<file path="config.mk">
export PLATFORM = sky130hd
export DESIGN_NAME = codec_regfile
export DESIGN_NICKNAME = d
export VERILOG_FILES = /design/src/rtl/codec_reg_pkg.sv /design/src/rtl/codec_reset_sync.sv /design/src/rtl/codec_direct_bank.sv /design/src/rtl/codec_indirect_bank.sv /design/src/rtl/codec_regfile.sv
export SDC_FILE = /design/constraint.sdc
export NUM_CORES = 1
export LEC_CHECK = 0
export ABC_AREA = 0
export BUFFER_PORTS_ARGS = -buffer_cell sky130_fd_sc_hd__buf_4
export CAP_MARGIN = 20
export CELL_PAD_IN_SITES_DETAIL_PLACEMENT = 2
export CELL_PAD_IN_SITES_GLOBAL_PLACEMENT = 2
export CORE_ASPECT_RATIO = 0.7
export CORE_MARGIN = 3
export CORE_UTILIZATION = 38
export DETAILED_ROUTE_END_ITERATION = 8
export PLACE_DENSITY = 0.78
export SLEW_MARGIN = 0
export SYNTH_ARGS = -nofsm -noshare
export SYNTH_HDL_FRONTEND = slang
export SYNTH_SLANG_ARGS = --single-unit
</file>
<file path="constraint.sdc">
create_clock -name clk -period 37.8 [get_ports clk]
set_clock_uncertainty 0.15 [all_clocks]
set_input_delay 3.78 -clock clk [delete_from_list [all_inputs] [get_ports clk]]
set_output_delay 3.78 -clock clk [all_outputs]
set_load 0.01 [all_outputs]
</file>
<file path="src/rtl/codec_reg_pkg.sv">
package codec_reg_pkg;
  // Direct slots with special behaviour
  localparam int unsigned SLOT_INDEX  = 0;
  localparam int unsigned SLOT_WINDOW = 1;
  localparam int unsigned SLOT_RO     = 2;
  localparam int unsigned SLOT_CTRL   = 4;
  localparam int unsigned CTRL_BITS   = 7;

  // Indexed entries with special behaviour
  localparam int unsigned ENT_HIDDEN  = 3;
  localparam int unsigned ENT_LOCKED  = 11;
  localparam int unsigned ENT_MERGE   = 12;
  localparam int unsigned ENT_CHIPID  = 25;

  localparam logic [7:0] CODEC_ID   = 8'h8A;
  localparam logic [7:0] CHIP_ID    = 8'hA0;
  localparam logic [7:0] MERGE_KEEP = 8'h40;

  function automatic logic [7:0] ind_reset_value(int unsigned e);
    case (e)
      ENT_MERGE:  return CODEC_ID;
      ENT_CHIPID: return CHIP_ID;
      default:    return 8'h00;
    endcase
  endfunction
endpackage

</file>
<file path="src/rtl/codec_reset_sync.sv">
module codec_reset_sync #(
  parameter int unsigned STAGES = 2
) (
  input  logic clk,
  input  logic rst_ni,
  output logic rst_no
);
  logic [STAGES-1:0] sh_q;
  logic [STAGES-1:0] sh_d;

  always_comb begin
    sh_d = {sh_q[STAGES-2:0], 1'b1};
  end

  always_ff @(posedge clk or negedge rst_ni) begin
    if (!rst_ni) sh_q <= '0;
    else         sh_q <= sh_d;
  end

  assign rst_no = sh_q[STAGES-1];
endmodule

</file>
<file path="src/rtl/codec_direct_bank.sv">
module codec_direct_bank
  import codec_reg_pkg::*;
#(
  parameter int unsigned N      = 16,
  parameter int unsigned W      = 32,
  parameter int unsigned SLOT_W = $clog2(N)
) (
  input  logic                clk,
  input  logic                rst_n,
  input  logic                wr_en,
  input  logic [SLOT_W-1:0]   wr_slot,
  input  logic [W-1:0]        wdata,
  input  logic                soft_rst,
  output logic [N-1:0][W-1:0] regs_o
);
  localparam logic [W-1:0] CTRL_MASK = W'((1 << CTRL_BITS) - 1);

  for (genvar s = 0; s < N; s++) begin : g_slot
    if (s == SLOT_WINDOW || s == SLOT_RO) begin : g_none
      assign regs_o[s] = '0;
    end else begin : g_store
      logic [W-1:0] q;
      logic [W-1:0] d;
      logic         en;
      logic         hit;

      assign hit = wr_en && (wr_slot == SLOT_W'(s));
      assign en  = soft_rst || hit;

      always_comb begin
        d = q;
        if (s == SLOT_CTRL) begin
          if (hit) d = wdata & CTRL_MASK;
        end else if (soft_rst) begin
          d = '0;
        end else if (hit) begin
          d = wdata;
        end
      end

      always_ff @(posedge clk or negedge rst_n) begin
        if (!rst_n)  q <= '0;
        else if (en) q <= d;
      end

      assign regs_o[s] = q;
    end
  end

  // The control slot holds only its masked bits after a write.
  assert_ctrl_mask_R8: assert property (@(posedge clk) disable iff (!rst_n)
    (wr_en && wr_slot == SLOT_W'(SLOT_CTRL)) |=> (regs_o[SLOT_CTRL] == ($past(wdata) & CTRL_MASK)));

  // A soft reset clears the index pointer.
  assert_soft_clears_index_R9: assert property (@(posedge clk) disable iff (!rst_n)
    soft_rst |=> (regs_o[SLOT_INDEX] == '0));

  // A plain slot stores the whole word.
  assert_full_word_R10: assert property (@(posedge clk) disable iff (!rst_n)
    (wr_en && wr_slot == SLOT_W'(3) && !soft_rst) |=> (regs_o[3] == $past(wdata)));
endmodule

</file>
<file path="src/rtl/codec_indirect_bank.sv">
module codec_indirect_bank
  import codec_reg_pkg::*;
#(
  parameter int unsigned ENTRIES = 32,
  parameter int unsigned W       = 8,
  parameter int unsigned IDX_W   = $clog2(ENTRIES)
) (
  input  logic             clk,
  input  logic             rst_n,
  input  logic             wr_en,
  input  logic [IDX_W-1:0] wr_idx,
  input  logic [W-1:0]     wdata,
  input  logic             soft_rst,
  input  logic [IDX_W-1:0] rd_idx,
  output logic [W-1:0]     rd_data
);
  logic [ENTRIES-1:0][W-1:0] ent;

  for (genvar e = 0; e < ENTRIES; e++) begin : g_ent
    if (e == ENT_LOCKED || e == ENT_CHIPID) begin : g_const
      assign ent[e] = W'(ind_reset_value(e));
    end else begin : g_store
      localparam logic [W-1:0] RST_VAL = W'(ind_reset_value(e));
      logic [W-1:0] q;
      logic [W-1:0] d;
      logic         en;
      logic         hit;

      assign hit = wr_en && (wr_idx == IDX_W'(e));
      assign en  = soft_rst || hit;

      always_comb begin
        d = q;
        if (soft_rst)              d = RST_VAL;
        else if (e == ENT_MERGE)   d = (wdata & W'(MERGE_KEEP)) | W'(CODEC_ID);
        else                       d = wdata;
      end

      always_ff @(posedge clk or negedge rst_n) begin
        if (!rst_n)  q <= RST_VAL;
        else if (en) q <= d;
      end

      assign ent[e] = q;
    end
  end

  always_comb begin
    if (rd_idx == IDX_W'(ENT_HIDDEN)) rd_data = '0;
    else                              rd_data = ent[rd_idx];
  end

  // Entry 12 always carries the codec identifier in its fixed bits.
  assert_merge_fixed_R6: assert property (@(posedge clk) disable iff (!rst_n)
    ((ent[ENT_MERGE] & ~W'(MERGE_KEEP)) == W'(CODEC_ID)));
endmodule

</file>
<file path="src/rtl/codec_regfile.sv">
module codec_regfile
  import codec_reg_pkg::*;
#(
  parameter int unsigned ADDR_W       = 8,
  parameter int unsigned DATA_W       = 32,
  parameter int unsigned DIRECT_WORDS = 16,
  parameter int unsigned IND_ENTRIES  = 32,
  parameter int unsigned IND_W        = 8
) (
  input  logic              clk,
  input  logic              rst_ni,
  input  logic              rd_en,
  input  logic              wr_en,
  input  logic [ADDR_W-1:0] addr,
  input  logic [DATA_W-1:0] wdata,
  output logic [DATA_W-1:0] rdata
);
  localparam int unsigned SLOT_W = $clog2(DIRECT_WORDS);
  localparam int unsigned IDX_W  = $clog2(IND_ENTRIES);
  localparam int unsigned SLOT_HI = SLOT_W + 1;

  logic                             rst_n;
  logic [SLOT_W-1:0]                slot;
  logic [IDX_W-1:0]                 idx;
  logic [DIRECT_WORDS-1:0][DATA_W-1:0] dregs;
  logic [IND_W-1:0]                 ind_rd;
  logic                             soft_rst;
  logic                             win_wr;
  logic                             unused_addr;

  codec_reset_sync #(.STAGES(2)) u_rst (
    .clk    (clk),
    .rst_ni (rst_ni),
    .rst_no (rst_n)
  );

  assign slot = addr[SLOT_HI:2];

  if (ADDR_W > SLOT_HI + 1) begin : g_upper
    assign unused_addr = ^{addr[ADDR_W-1:SLOT_HI+1], addr[1:0]};
  end else begin : g_no_upper
    assign unused_addr = ^addr[1:0];
  end

  assign idx      = dregs[SLOT_INDEX][IDX_W-1:0];
  assign soft_rst = wr_en && (slot == SLOT_W'(SLOT_CTRL)) && wdata[0];
  assign win_wr   = wr_en && (slot == SLOT_W'(SLOT_WINDOW));

  codec_direct_bank #(.N(DIRECT_WORDS), .W(DATA_W)) u_direct (
    .clk      (clk),
    .rst_n    (rst_n),
    .wr_en    (wr_en),
    .wr_slot  (slot),
    .wdata    (wdata),
    .soft_rst (soft_rst),
    .regs_o   (dregs)
  );

  codec_indirect_bank #(.ENTRIES(IND_ENTRIES), .W(IND_W)) u_indirect (
    .clk      (clk),
    .rst_n    (rst_n),
    .wr_en    (win_wr),
    .wr_idx   (idx),
    .wdata    (wdata[IND_W-1:0]),
    .soft_rst (soft_rst),
    .rd_idx   (idx),
    .rd_data  (ind_rd)
  );

  always_comb begin
    rdata = '0;
    if (rd_en) begin
      if (slot == SLOT_W'(SLOT_WINDOW)) rdata = DATA_W'(ind_rd);
      else                              rdata = dregs[slot];
    end
  end

  assert_hidden_entry_R4: assert property (@(posedge clk) disable iff (!rst_n)
    (rd_en && slot == SLOT_W'(SLOT_WINDOW) && idx == IDX_W'(ENT_HIDDEN)) |-> (rdata == '0));

  assert_chip_id_R5: assert property (@(posedge clk) disable iff (!rst_n)
    (rd_en && slot == SLOT_W'(SLOT_WINDOW) && idx == IDX_W'(ENT_CHIPID)) |-> (rdata == DATA_W'(CHIP_ID)));

  assert_ro_slot_R7: assert property (@(posedge clk) disable iff (!rst_n)
    (rd_en && slot == SLOT_W'(SLOT_RO)) |-> (rdata == '0));

  assert_idle_bus_R11: assert property (@(posedge clk) disable iff (!rst_n)
    !rd_en |-> (rdata == '0));
endmodule

</file>
# Word-level counts from Yosys, hierarchy flattened
# Index checks and enable logic that the tools add are counted.
# Widths: inputs -> output; s select.
# totals
register_bits	665
inputBits	44
output_inout_bits	32
elab_cells	244
# op_classes
order_cmp	2
n_eq_ne	43
n_mux	35
reduce_logical	119
# op_table
op	n
$mux 32	29
$bmux 32 s4	1
$eq 5x5->1 const B	15
$logic_and 1x1->1	46
$logic_or 1x1->1	44
$bmux 8 s5	1
$eq 5x4->1 const B	7
$eq 4x4->1 const B	8
$reduce_and 2->1	14
$reduce_bool 2->1	13
$mux 8	3
$eq 5x3->1 const B	4
$eq 4x3->1 const B	4
$eq 5x2->1 const B	2
$mux 7	1
$lt 5x6->1 const B	1
$eq 5x1->1 const B	1
$logic_not 5->1	1
$lt 4x5->1 const B	1
$eq 4x1->1 const B	1
$eq 4x2->1 const B	1
$logic_not 4->1	1

# Logic depth before layout (Yosys ltp)
# Gate-level depths: netlist of the first run.
# depth
word_depth	5
mapped_depth	9
mapped_depth_nobuf	5

# Cells and area by module
# A second synthesis of the first run with hierarchy kept.
# unflattened
hier_cells	3142
hier_area_um2	34957.3
# modules_own_cells
mod	n_inst	cells_per_inst	area_per_inst_um2	seq_area_each_um2
codec_direct_bank	1	1534	19073.3	10585.2
codec_indirect_bank	1	1216	11846.4	5830.6
codec_regfile	1	389	3983.8	0.0
codec_reset_sync	1	3	53.8	50.0

# Least setup slack after synthesis of the first run
# No wires, ideal clock.
# synth_timing
path_type	input port to output port
startpoint	input port addr[4]
endpoint	output port rdata[7]
arrival_time_ps	5368
t_required_ps	33870
setup_slack_ps	28502
cell_stages	6
path_cell_list	buf_2 > or2_2 > clkbuf_1 > nor2_1 > nand3_1 > o311ai_0
# synth_between
elab_chain_len	4
elab_cells_between_ends	5
# synth_lines
item	line_no	text
start, declared	codec_regfile.sv:14	input logic [ADDR_W-1:0] addr,
$bmux 32 s4	codec_regfile.sv:74	else rdata = dregs[slot];
$mux 32 (implied by the code)	codec_regfile.sv:74	
$mux 32 *	codec_regfile.sv:73	if (slot == SLOT_W'(SLOT_WINDOW)) rdata = DATA_W'(ind_rd);
$mux 32 *	codec_regfile.sv:72	if (rd_en) begin
end, declared	codec_regfile.sv:16	output logic [DATA_W-1:0] rdata
# Every way passes the cells marked *; elsewhere a longest branch is shown, timed or not. The select of a mux whose other input is x is not followed.

# Worst setup path in the final report of the first run
# layout_timing
startpoint	input port addr[2]
endpoint	output port rdata[9]
# The elaborated chain is that of the path after synthesis.

==> results of run 1 <==
layer usage:
layer | vias up | track usage [%] | part of all wire, %
met5 | - | 0 | 0.021
met1 | 14294 | 38.9 | 45
li1 | 11148 | - | -
met2 | 727 | 44.2 | 47
met3 | 196 | 4.24 | 5.8
met4 | 4 | 7.64 | 2.6
cell type report:
cell class / instances / area, µm²
fill: 8747 / 47300
sequential: 658 / 16500
multi-input combinational: 2373 / 14500
clock buffer: 110 / 2210
tap: 1125 / 1410
timing repair buffer: 124 / 1010
clock inverter: 19 / 181
inverter: 5 / 18.8
how the worst min path moves through the flow:
stage	start	slack [ns]	endpoint	depth (start not counted)
floorplan	u_rst.sh_q[0]$_DFF_PN0_	0.18	u_rst.sh_q[1]$_DFF_PN0_	0
global placement	u_rst.sh_q[0]$_DFF_PN0_	0.19	u_rst.sh_q[1]$_DFF_PN0_	0
detailed placement	u_rst.sh_q[0]$_DFF_PN0_	0.19	u_rst.sh_q[1]$_DFF_PN0_	0
CTS	u_rst.sh_q[0]$_DFF_PN0_	0.20	u_rst.sh_q[1]$_DFF_PN0_	0
global route	u_rst.sh_q[0]$_DFF_PN0_	0.22	u_rst.sh_q[1]$_DFF_PN0_	0
finish	u_rst.sh_q[0]$_DFF_PN0_	0.20	u_rst.sh_q[1]$_DFF_PN0_	0
metrics by stage:
stage                     instance area (µm²)  hold WS (ns)  power [mW]  setup WS (ns)  util (%)
after detailed placement                33400         0.188        1.18          26.58      40.2
after floorplan                         32200         0.181        1.07          17.95         -
after global placement                  33300         0.185        1.15          26.60      40.1
final                                   35800         0.199        1.90          26.64      43.0
after CTS                               35800         0.201        1.92          26.59      43.0
after global routing                    35800         0.218        1.99          26.37      43.0
logic make-up after synthesis:
logic type	Yosys count	synth area share (%)
compound gates	687	11.8
mux	371	16.0
buf+inv	326	4.39
simple gates	1314	16.7
flops	658	51.1
other cells	1	0.0116
power breakdown:
part           internal (mW)  switching (mW)  leakage (nW)
combinational          0.124           0.188          6.09
sequential             0.799          0.0641          8.75
clock                  0.423           0.304          1.19
total                   1.35           0.557          16.0
flip-flops by register name, summed over array words and instances (netlist names):
signal / flops
u_direct.g_slot.g_store.q: 423
u_indirect.g_ent.g_store.q: 233
u_rst.sh_q: 2
critical path, delay by kind of cell:
family,cells,cell delay (ns)
AOI/OAI and AO/OA,2,0.51
buffers and inverters,4,2.00
muxes,1,0.59
and+or+nand+nor,2,0.26
synthesized netlist by cell type, types with 2 or more instances:
master and number:
clkbuf_1 170, a22o_1 4, inv_1 5, nor3_1 22, nor3_2 2, nand4_2 3, o21a_1 2, nor4_4 2
o22ai_1 14, o31a_1 3, mux2i_1 206, buf_1 17, buf_4 9, nor2_1 239, a21boi_0 3, nand2_1 959
o211ai_1 6, a41oi_1 2, or3_1 5, o221ai_1 2, nor3_4 5, nand3_2 8, a32oi_1 2, nand2b_1 11
a21oi_1 508, o21ai_0 53, a22oi_1 42, nand3_1 14, and2_1 5, a221oi_1 23, a211oi_1 3, o311ai_0 2
a221o_1 5, mux4_2 109, o2bb2ai_1 3, nor2b_1 22, or2_2 2, nor4b_1 2, mux2_2 56, dfrtp_1 658
buf_2 125, and3_1 4, a31oi_1 2
cell usage in the layout (no fill, tap or decap), drive strengths merged, types with 6 or more instances in the layout:
cell type and instances:
o211ai 6, nand2b 11, mux4 109, nor3 29, a22oi 42, nand3 23, clkbuf 111, a221oi 23
mux2 56, nor2 239, a21oi 508, dfrtp 658, buf 123, nor2b 22, mux2i 206, inv 8
o21ai 53, nand2 959, o22ai 14, clkinv 13
==> results.ini, run 1 <==
[global_route]
grt_pass1_vias = 29684
antenna_found_initial = 3
grt_pass1_wl_mm = 188
grtUsageTotal_pct = 27.5
overflow = 0
grt_max_degree = 238

[critical_path]
crit_end = rdata[9]
reg2reg_depth = 6
r2r_slack_ns = 33.35
worstPathArrival_ns = 7.23
cpPeakStageDelay_ns = 0.63
crit_chain = buf_6 > buf_4 > buf_4 > mux4_2 > nand2_1 > o21ai_0 > a21oi_1 > nor2_1 > buf_4
rr_startpoint = u_direct.g_slot[0].g_store.q[0]$_DFFE_PN0P_
crit_path_start_kind = primary input
worstPathRequired_ns = 33.87
r2r-end = u_indirect.g_ent[5].g_store.q[3]$_DFFE_PN0P_
critPathSlowestCell = buf_4
crit_path_frequent_cell = buf_4
startpoint = addr[2]
endpoint_kind = output pin
path_class = primary input to output pin
critPathMaxFanout = 44

[timing]
timing.final.crit_share_pct = 29.5
rsz0062_at_grt = no
finalSetupTns_ns = 0
period_minus_slack_ns = 11.16
hold_viol = 0
worst_slew_pin_slew_ns = 1.14
setup_viol = 0
slew_headroom_pct = 24.0
timing.fmax_mhz = 89.6
maxSlewViolCount = 0

[route]
postRouteAntennaNets = 0
vias = 26369
drt_iter0_drc = 2274
wirelength_mm = 122
vias_per_cell = 5.97
wl_per_cell_um = 27.6
dr.pass1.iters = 5
drc = 0

[yosys]
synth_area_leaders = dfrtp_1 (51%), nand2_1 (11%), a21oi_1 (7.9%)
synth_ff_type = dfrtp_1
synth_warnings = 0
avgSynthCellArea_um2 = 9.59
synthCells = 3357
synth_edf_count = 0
netlist.area_leader.share_pct = 51.1
yosysUniqueCellTypes = 61
yosys.area.top_type = dfrtp_1
ys_seq_area_share_pct = 51.1
ys_ff_latch = 658
syn_nets = 3401
async_reset_ff_share_pct = 100
netlist_area_um2 = 32200

[clock_network]
clockBufferDepth = 3
cts_hold_buffers = 0
cts-root-buf = clkbuf_16
cts_setup_buffers = 0
cts_resized = 0
clk_latency_ns = 0.63
cts_made_buffers = 72
clk_pin_slew_ns = 0.06
cts.sinks = 658
htreeDepth = 3
cts_tree = yes

[job]
max-cap-violations = 0

[placed_design]
placed_cells = 4283
dp_hpwl_mm = 72.1
gp_congestion = 0.843
port_buffers = 71

[cells_and_area]
finalNonFillerCells = 4414
diodes = 0
nNetsFinal = 3278
drive_gt1_share_pct = 13.9
area_delta_synth_final_pct = 11.1

[run_status]
run_status = completed

[floorplan]
dieWidth_um = 354
initial_utilization_pct = 38.7
core.rowCount = 88
ios = 76
core_region_area_um2 = 83100
die_h_um = 250
dieArea_um2 = 88300

[hold_path]
hold_path_class = flip-flop to flip-flop

[pwr]
p_per_area_nw_per_um2 = 53.2
peakVddDrop_mv = 0.0326
p_leak_nw = 16.0

(Power assumes the default switching activity.)
==> run 2: changes to the inputs <==
Settings changed: CORE_UTILIZATION 38 to 37, PLACE_DENSITY 0.78 to 0.79.
Clock period 37.8 ns to 8.95 ns, I/O delays scaled along.
==> run 2 against run 1 <==
  * Routed wire length rose by 0.96%
  * Via count grew 0.30%
  * Sequential share of layout area is 0.058 points lower
  * Register-to-register slack worse by 29 ns
  * Flip-flop and latch count unchanged
  * Core utilization is 1.0 points lower
  * Die area rose by 2.6%
  * Worst hold slack worse by 0.062 ns
  * Cell area grew 0.13%
  * Largest cell class unchanged
  * Largest power group unchanged
==> results.ini, run 2 (same netlist as run 1, synthesis figures left out) <==
[run_status]
run_status = completed

[clock_network]
cts_made_buffers = 72  ; unchanged
htreeDepth = 3  ; unchanged
clk_pin_slew_ns = 0.06  ; about the same
clockBufferDepth = 3  ; unchanged
cts-root-buf = clkbuf_16
cts.sinks = 658  ; unchanged
cts_tree = yes
clk_latency_ns = 0.63  ; about the same

[route]
drc = 0  ; unchanged
wl_per_cell_um = 27.8  ; +0.62%
vias = 26447  ; +0.30%
dr.pass1.iters = 5  ; unchanged
vias_per_cell = 5.97  ; about the same
wirelength_mm = 123  ; +0.96%
postRouteAntennaNets = 0  ; unchanged
drt_iter0_drc = 2265  ; -0.40%

[floorplan]
initial_utilization_pct = 37.8  ; -0.99 points
dieArea_um2 = 90700  ; +2.6%
die_h_um = 253  ; +1.3%
ios = 76  ; unchanged
dieWidth_um = 359  ; +1.3%
core.rowCount = 89  ; +1.1%
core_region_area_um2 = 85300  ; +2.6%

[critical_path]
rr_startpoint = u_direct.g_slot[0].g_store.q[0]$_DFFE_PN0P_
crit_path_start_kind = primary input
r2r-end = u_indirect.g_ent[21].g_store.q[2]$_DFFE_PN0P_
crit_end = rdata[0]
startpoint = addr[2]
endpoint_kind = output pin
crit_path_frequent_cell = buf_4
cpPeakStageDelay_ns = 0.82  ; +0.19 ns
path_class = primary input to output pin
crit_chain = buf_6 > buf_4 > and2_1 > buf_4 > a221oi_1 > a211oi_1 > o21a_1 > o31a_1 > buf_4
worstPathRequired_ns = 7.91  ; -25.96 ns
worstPathArrival_ns = 4.62  ; -2.61 ns
reg2reg_depth = 6  ; unchanged
critPathSlowestCell = and2_1
critPathMaxFanout = 47  ; +6.8%
r2r_slack_ns = 4.74  ; -28.61 ns

[global_route]
overflow = 0  ; unchanged
grt_max_degree = 279  ; +17%
grtUsageTotal_pct = 27.3  ; -0.28 points
grt_pass1_vias = 29567  ; -0.39%
grt_pass1_wl_mm = 188  ; about the same
antenna_found_initial = 1  ; -2

[cells_and_area]
area_delta_synth_final_pct = 11.3
reg_top3 = u_direct.g_slot.g_store.q: 423 flops, u_indirect.g_ent.g_store.q: 233 flops, u_rst.sh_q: 2 flops
drive_gt1_share_pct = 13.7  ; -0.19 points
n_fill_cell = 9013  ; +3.0%
final_common_cell = nand2_1
largest_register_ffs = 423  ; unchanged
final_cell_mix = nand2_1 (959), dfrtp_1 (655), a21oi_1 (508)
nNetsFinal = 3283  ; +0.15%
top_register = u_direct.g_slot.g_store.q

[timing]
hold_viol = 0  ; unchanged
period_minus_slack_ns = 5.67
maxSlewViolCount = 0  ; unchanged
slew_headroom_pct = 11.7  ; -12 points
finalSetupTns_ns = 0  ; unchanged
timing.fmax_mhz = 176
worst_slew_pin_slew_ns = 1.32  ; +0.184 ns
rsz0062_at_grt = no
timing.final.crit_share_pct = 63.3
setup_viol = 0  ; unchanged

[pwr]
p_per_area_nw_per_um2 = 224  ; +320%
p_leak_nw = 16.0  ; about the same
peakVddDrop_mv = 0.153  ; +370%
power.total_mw = 8.02  ; +320%

[placed_design]
port_buffers = 71  ; unchanged
gp_congestion = 0.840  ; -0.40%
dp_hpwl_mm = 73.1  ; +1.4%

[hold_path]
hold_path_class = flip-flop to asynchronous set/reset pin

[job]
max-cap-violations = 0  ; unchanged

run 2: timing repair:
| item | CTS | global route |
|---|---|---|
| endpoints found under the hold margin | 2 | 0 |
| buffers inserted | 0 | 0 |
| hold buffers | 1 | 0 |
| resized for setup | 0 | 0 |
run 2: power breakdown:
group / switching (mW) / internal, mW / leakage (nW)
logic: 0.812 / 0.527 / 6.12
clock network: 1.29 / 1.76 / 1.16
registers: 0.267 / 3.37 / 8.75
run 2: through the flow:
stage | hold slack (ns) | std cells | setup WS [ns] | util (%) | area [µm²]
final | 0.137 | 4429 | 3.28 | 42.0 | 35800
after global routing | 0.180 | 4429 | 3.20 | 42.0 | 35800
after CTS | 0.159 | 4422 | 3.35 | 41.9 | 35700
after detailed placement | 0.152 | 4295 | 3.35 | 39.1 | 33400
after global placement | 0.149 | 4295 | 3.40 | 39.1 | 33400
after floorplan | 0.181 | 3357 | 2.43 | - | 32200
run 2: worst max-delay path: cells and delay by family:
kind | cells | cell delay [ns]
AO/OA/AOI/OAI | 4 | 1.08
buffers and inverters | 4 | 1.72
AND/OR/NAND/NOR | 1 | 0.82
run 2: final cells by class:
cell class	count	area, µm²	area share, %
antenna	1	2.50	0.00698
inverter	5	18.8	0.0524
timing repair buffer	129	1090	3.06
clock inverter	16	174	0.485
clock buffer	110	2170	6.05
sequential	658	16500	46.0
tap	1137	1420	3.97
multi-input combinational	2373	14500	40.4
run 2: worst min-delay path by stage:
stage	end	slack [ns]	cells past startpoint
6_report	u_indirect.g_ent[22].g_store.q[3]$_DFFE_PN0P_	0.14	0
5_1_grt	u_indirect.g_ent[23].g_store.q[4]$_DFFE_PN0P_	0.18	0
4_1_cts	u_indirect.g_ent[23].g_store.q[4]$_DFFE_PN0P_	0.16	0
3_5_place_dp	u_indirect.g_ent[20].g_store.q[4]$_DFFE_PN0P_	0.15	0
3_3_place_gp	u_indirect.g_ent[22].g_store.q[4]$_DFFE_PN0P_	0.15	0
2_1_floorplan	u_rst.sh_q[1]$_DFF_PN0_	0.18	0
run 2: layer usage:
metal  part of all wire, %  up-vias  global-route usage (%)  wire [µm]
li1                      -    11151                       -          -
met1                    45    14283                    38.9      55300
met2                    47      811                    43.5      57500
met3                   5.8      202                    3.98       7160
met4                   2.5        0                    7.50       3050
met5                     0        -                       0          0
==> run 3: changes to the inputs <==
Clock period 8.95 ns to 4.7 ns, I/O delays scaled along.
==> run 3 against run 2 <==
  * Total power grew 92%
  * Via count grew 1.1%
  * Cell count grew 0.84%
  * Clock-buffer cell count grew 6
  * Combinational power grew 93%
  * Sequential power grew 91%
  * Flip-flop and latch count is the same
  * Global-route usage grew 0.57 points
  * First-iteration DRC count grew 0.49%
  * Sequential share of layout area shrank 0.52 points
  * Core utilization grew 0.48 points
  * Worst hold slack lost 0.11 ns
==> results.ini, run 3 (same netlist as run 1, synthesis figures left out) <==
[route]
wirelength_mm = 126  ; +2.4%
vias_per_cell = 5.99  ; +0.24%
drt_iter0_drc = 2276  ; +0.49%
wl_per_cell_um = 28.2  ; +1.5%
postRouteAntennaNets = 0  ; unchanged
dr.pass1.iters = 7  ; +2
vias = 26731  ; +1.1%
drc = 0  ; unchanged

[critical_path]
crit_path_start_kind = flip-flop
critPathMaxFanout = 41  ; -13%
crit_buf_inv = 2  ; -2
cpPeakStageDelay_ns = 0.94  ; +0.12 ns
worstPathArrival_ns = 3.77  ; -0.85 ns
endpoint_kind = output pin
worstPathRequired_ns = 4.08  ; -3.83 ns
crit_path_frequent_cell = buf_4
crit_chain = buf_4 > mux4_2 > mux2i_1 > nor2_1 > a221oi_1 > o211ai_1 > buf_4
critPathTopFamily = flip-flops
critPathSlowestCell = dfrtp_4
path_class = flip-flop to output pin

[clock_network]
cts_tree = yes
clk_latency_ns = 0.64  ; about the same
cts_hold_buffers = 12  ; +11
cts.sinks = 658  ; unchanged
cts_setup_buffers = 0  ; unchanged
cts-root-buf = clkbuf_16
htreeDepth = 3  ; unchanged
clk_pin_slew_ns = 0.07  ; about the same
cts_resized = 0  ; unchanged
cts_made_buffers = 72  ; unchanged
clockBufferDepth = 3  ; unchanged

[placed_design]
port_buffers = 71  ; unchanged
placed_cells = 4330  ; +0.81%
pre_cts_ws_ns = 0.989  ; -2.36 ns
dp_hpwl_mm = 76.8  ; +5.1%
gp_congestion = 0.854  ; +1.8%

[floorplan]
dieArea_um2 = 90700  ; unchanged
ios = 76  ; unchanged
core_region_area_um2 = 85300  ; unchanged
die_h_um = 253  ; unchanged
core.rowCount = 89  ; unchanged
dieWidth_um = 359  ; unchanged
initial_utilization_pct = 37.8  ; unchanged

[job]
max-cap-violations = 0  ; unchanged

[cells_and_area]
area_delta_synth_final_pct = 12.5
finalNonFillerCells = 4466  ; +0.84%
top_register = u_direct.g_slot.g_store.q
final_common_cell = nand2_1
drive_gt1_share_pct = 14.3  ; +0.56 points
largest_register_ffs = 423  ; unchanged
reg_top3 = u_direct.g_slot.g_store.q: 423 flops, u_indirect.g_ent.g_store.q: 233 flops, u_rst.sh_q: 2 flops
nNetsFinal = 3323  ; +1.2%
diodes = 0  ; -1
fin_util_pct = 42.5  ; +0.48 points
final_cell_mix = nand2_1 (959), dfrtp_1 (655), a21oi_1 (508)

[timing]
maxSlewViolCount = 0  ; unchanged
finalSetupTns_ns = 0  ; unchanged
rsz0062_at_grt = no
timing.final.crit_share_pct = 93.5
worst_slew_pin_slew_ns = 1.20  ; -0.125 ns
timing.fmax_mhz = 228
period_minus_slack_ns = 4.39
setup_viol = 0  ; unchanged
slew_headroom_pct = 19.9  ; +8.2 points
timing.final.ws_setup_ns = 0.307  ; -2.98 ns
hold_viol = 0  ; unchanged

[global_route]
grt_pass1_wl_mm = 192  ; +1.9%
grtUsageTotal_pct = 27.8  ; +0.57 points
overflow = 0  ; unchanged
antenna_found_initial = 2  ; +1
grt_pass1_vias = 29907  ; +1.1%
grt_max_degree = 155  ; -44%

[hold_path]
hold_path_class = primary input to flip-flop

[pwr]
peakVddDrop_mv = 0.258  ; +69%
p_per_area_nw_per_um2 = 425  ; +90%
power.total_mw = 15.4  ; +92%
p_leak_nw = 16.2  ; +1.3%

[run_status]
run_status = completed

## run 3: tightest hold or removal path, cell delays in order
cell and delay [ns]:
buf_4 0.17, nand2_1 0.07, a21oi_1 0.05
## run 3: cell type report
type	count	area, µm²
clock buffer	116	2230
sequential	658	16500
multi-input combinational	2373	14500
timing repair buffer	169	1490
clock inverter	8	123
tap	1137	1420
fill	9043	49100
inverter	5	18.8
## run 3: final timing paths
| kind | cells past startpoint | slack (ns) | endpoint | startpoint |
|---|---|---|---|---|
| hold / removal | 3 | 0.03 | u_direct.g_slot[3].g_store.q[22]$_DFFE_PN0P_ | wdata[22] |
| max in group asynchronous | 1 | 2.65 | u_direct.g_slot[12].g_store.q[31]$_DFFE_PN0P_ | u_rst.sh_q[1]$_DFF_PN0_ |
| min in group asynchronous | 0 | 0.35 | u_indirect.g_ent[30].g_store.q[0]$_DFFE_PN0P_ | u_rst.sh_q[1]$_DFF_PN0_ |
| setup reg to reg | 5 | 1.08 | u_indirect.g_ent[1].g_store.q[4]$_DFFE_PN0P_ | u_direct.g_slot[0].g_store.q[1]$_DFFE_PN0P_ |
| hold reg to reg | 0 | 0.20 | u_rst.sh_q[1]$_DFF_PN0_ | u_rst.sh_q[0]$_DFF_PN0_ |
| setup / recovery | 7 | 0.31 | rdata[2] | u_direct.g_slot[0].g_store.q[1]$_DFFE_PN0P_ |
## run 3: per-layer routing
layer | GRT usage, % | up-vias | part of all wire [%]
li1 | - | 11261 | -
met1 | 39.2 | 14418 | 44
met2 | 44.5 | 824 | 47
met3 | 5.05 | 224 | 6.4
met4 | 7.11 | 4 | 2.6
met5 | 0 | - | 0.021
## run 3: per-stage QoR
| stage | cell area [µm²] | hold WS [ns] |
|---|---|---|
| 5_1_grt | 36200 | 0.00882 |
| 2_1_floorplan | 32200 | 0.0244 |
| 4_1_cts | 36200 | 0.00278 |
| 3_3_place_gp | 33700 | 0.105 |
| 6_report | 36200 | 0.0315 |
| 3_5_place_dp | 33800 | 0.106 |
## run 3: power breakdown
| part | switching (mW) | internal (mW) |
|---|---|---|
| registers | 0.540 | 6.42 |
| clock network | 2.43 | 3.41 |
| logic | 1.55 | 1.03 |
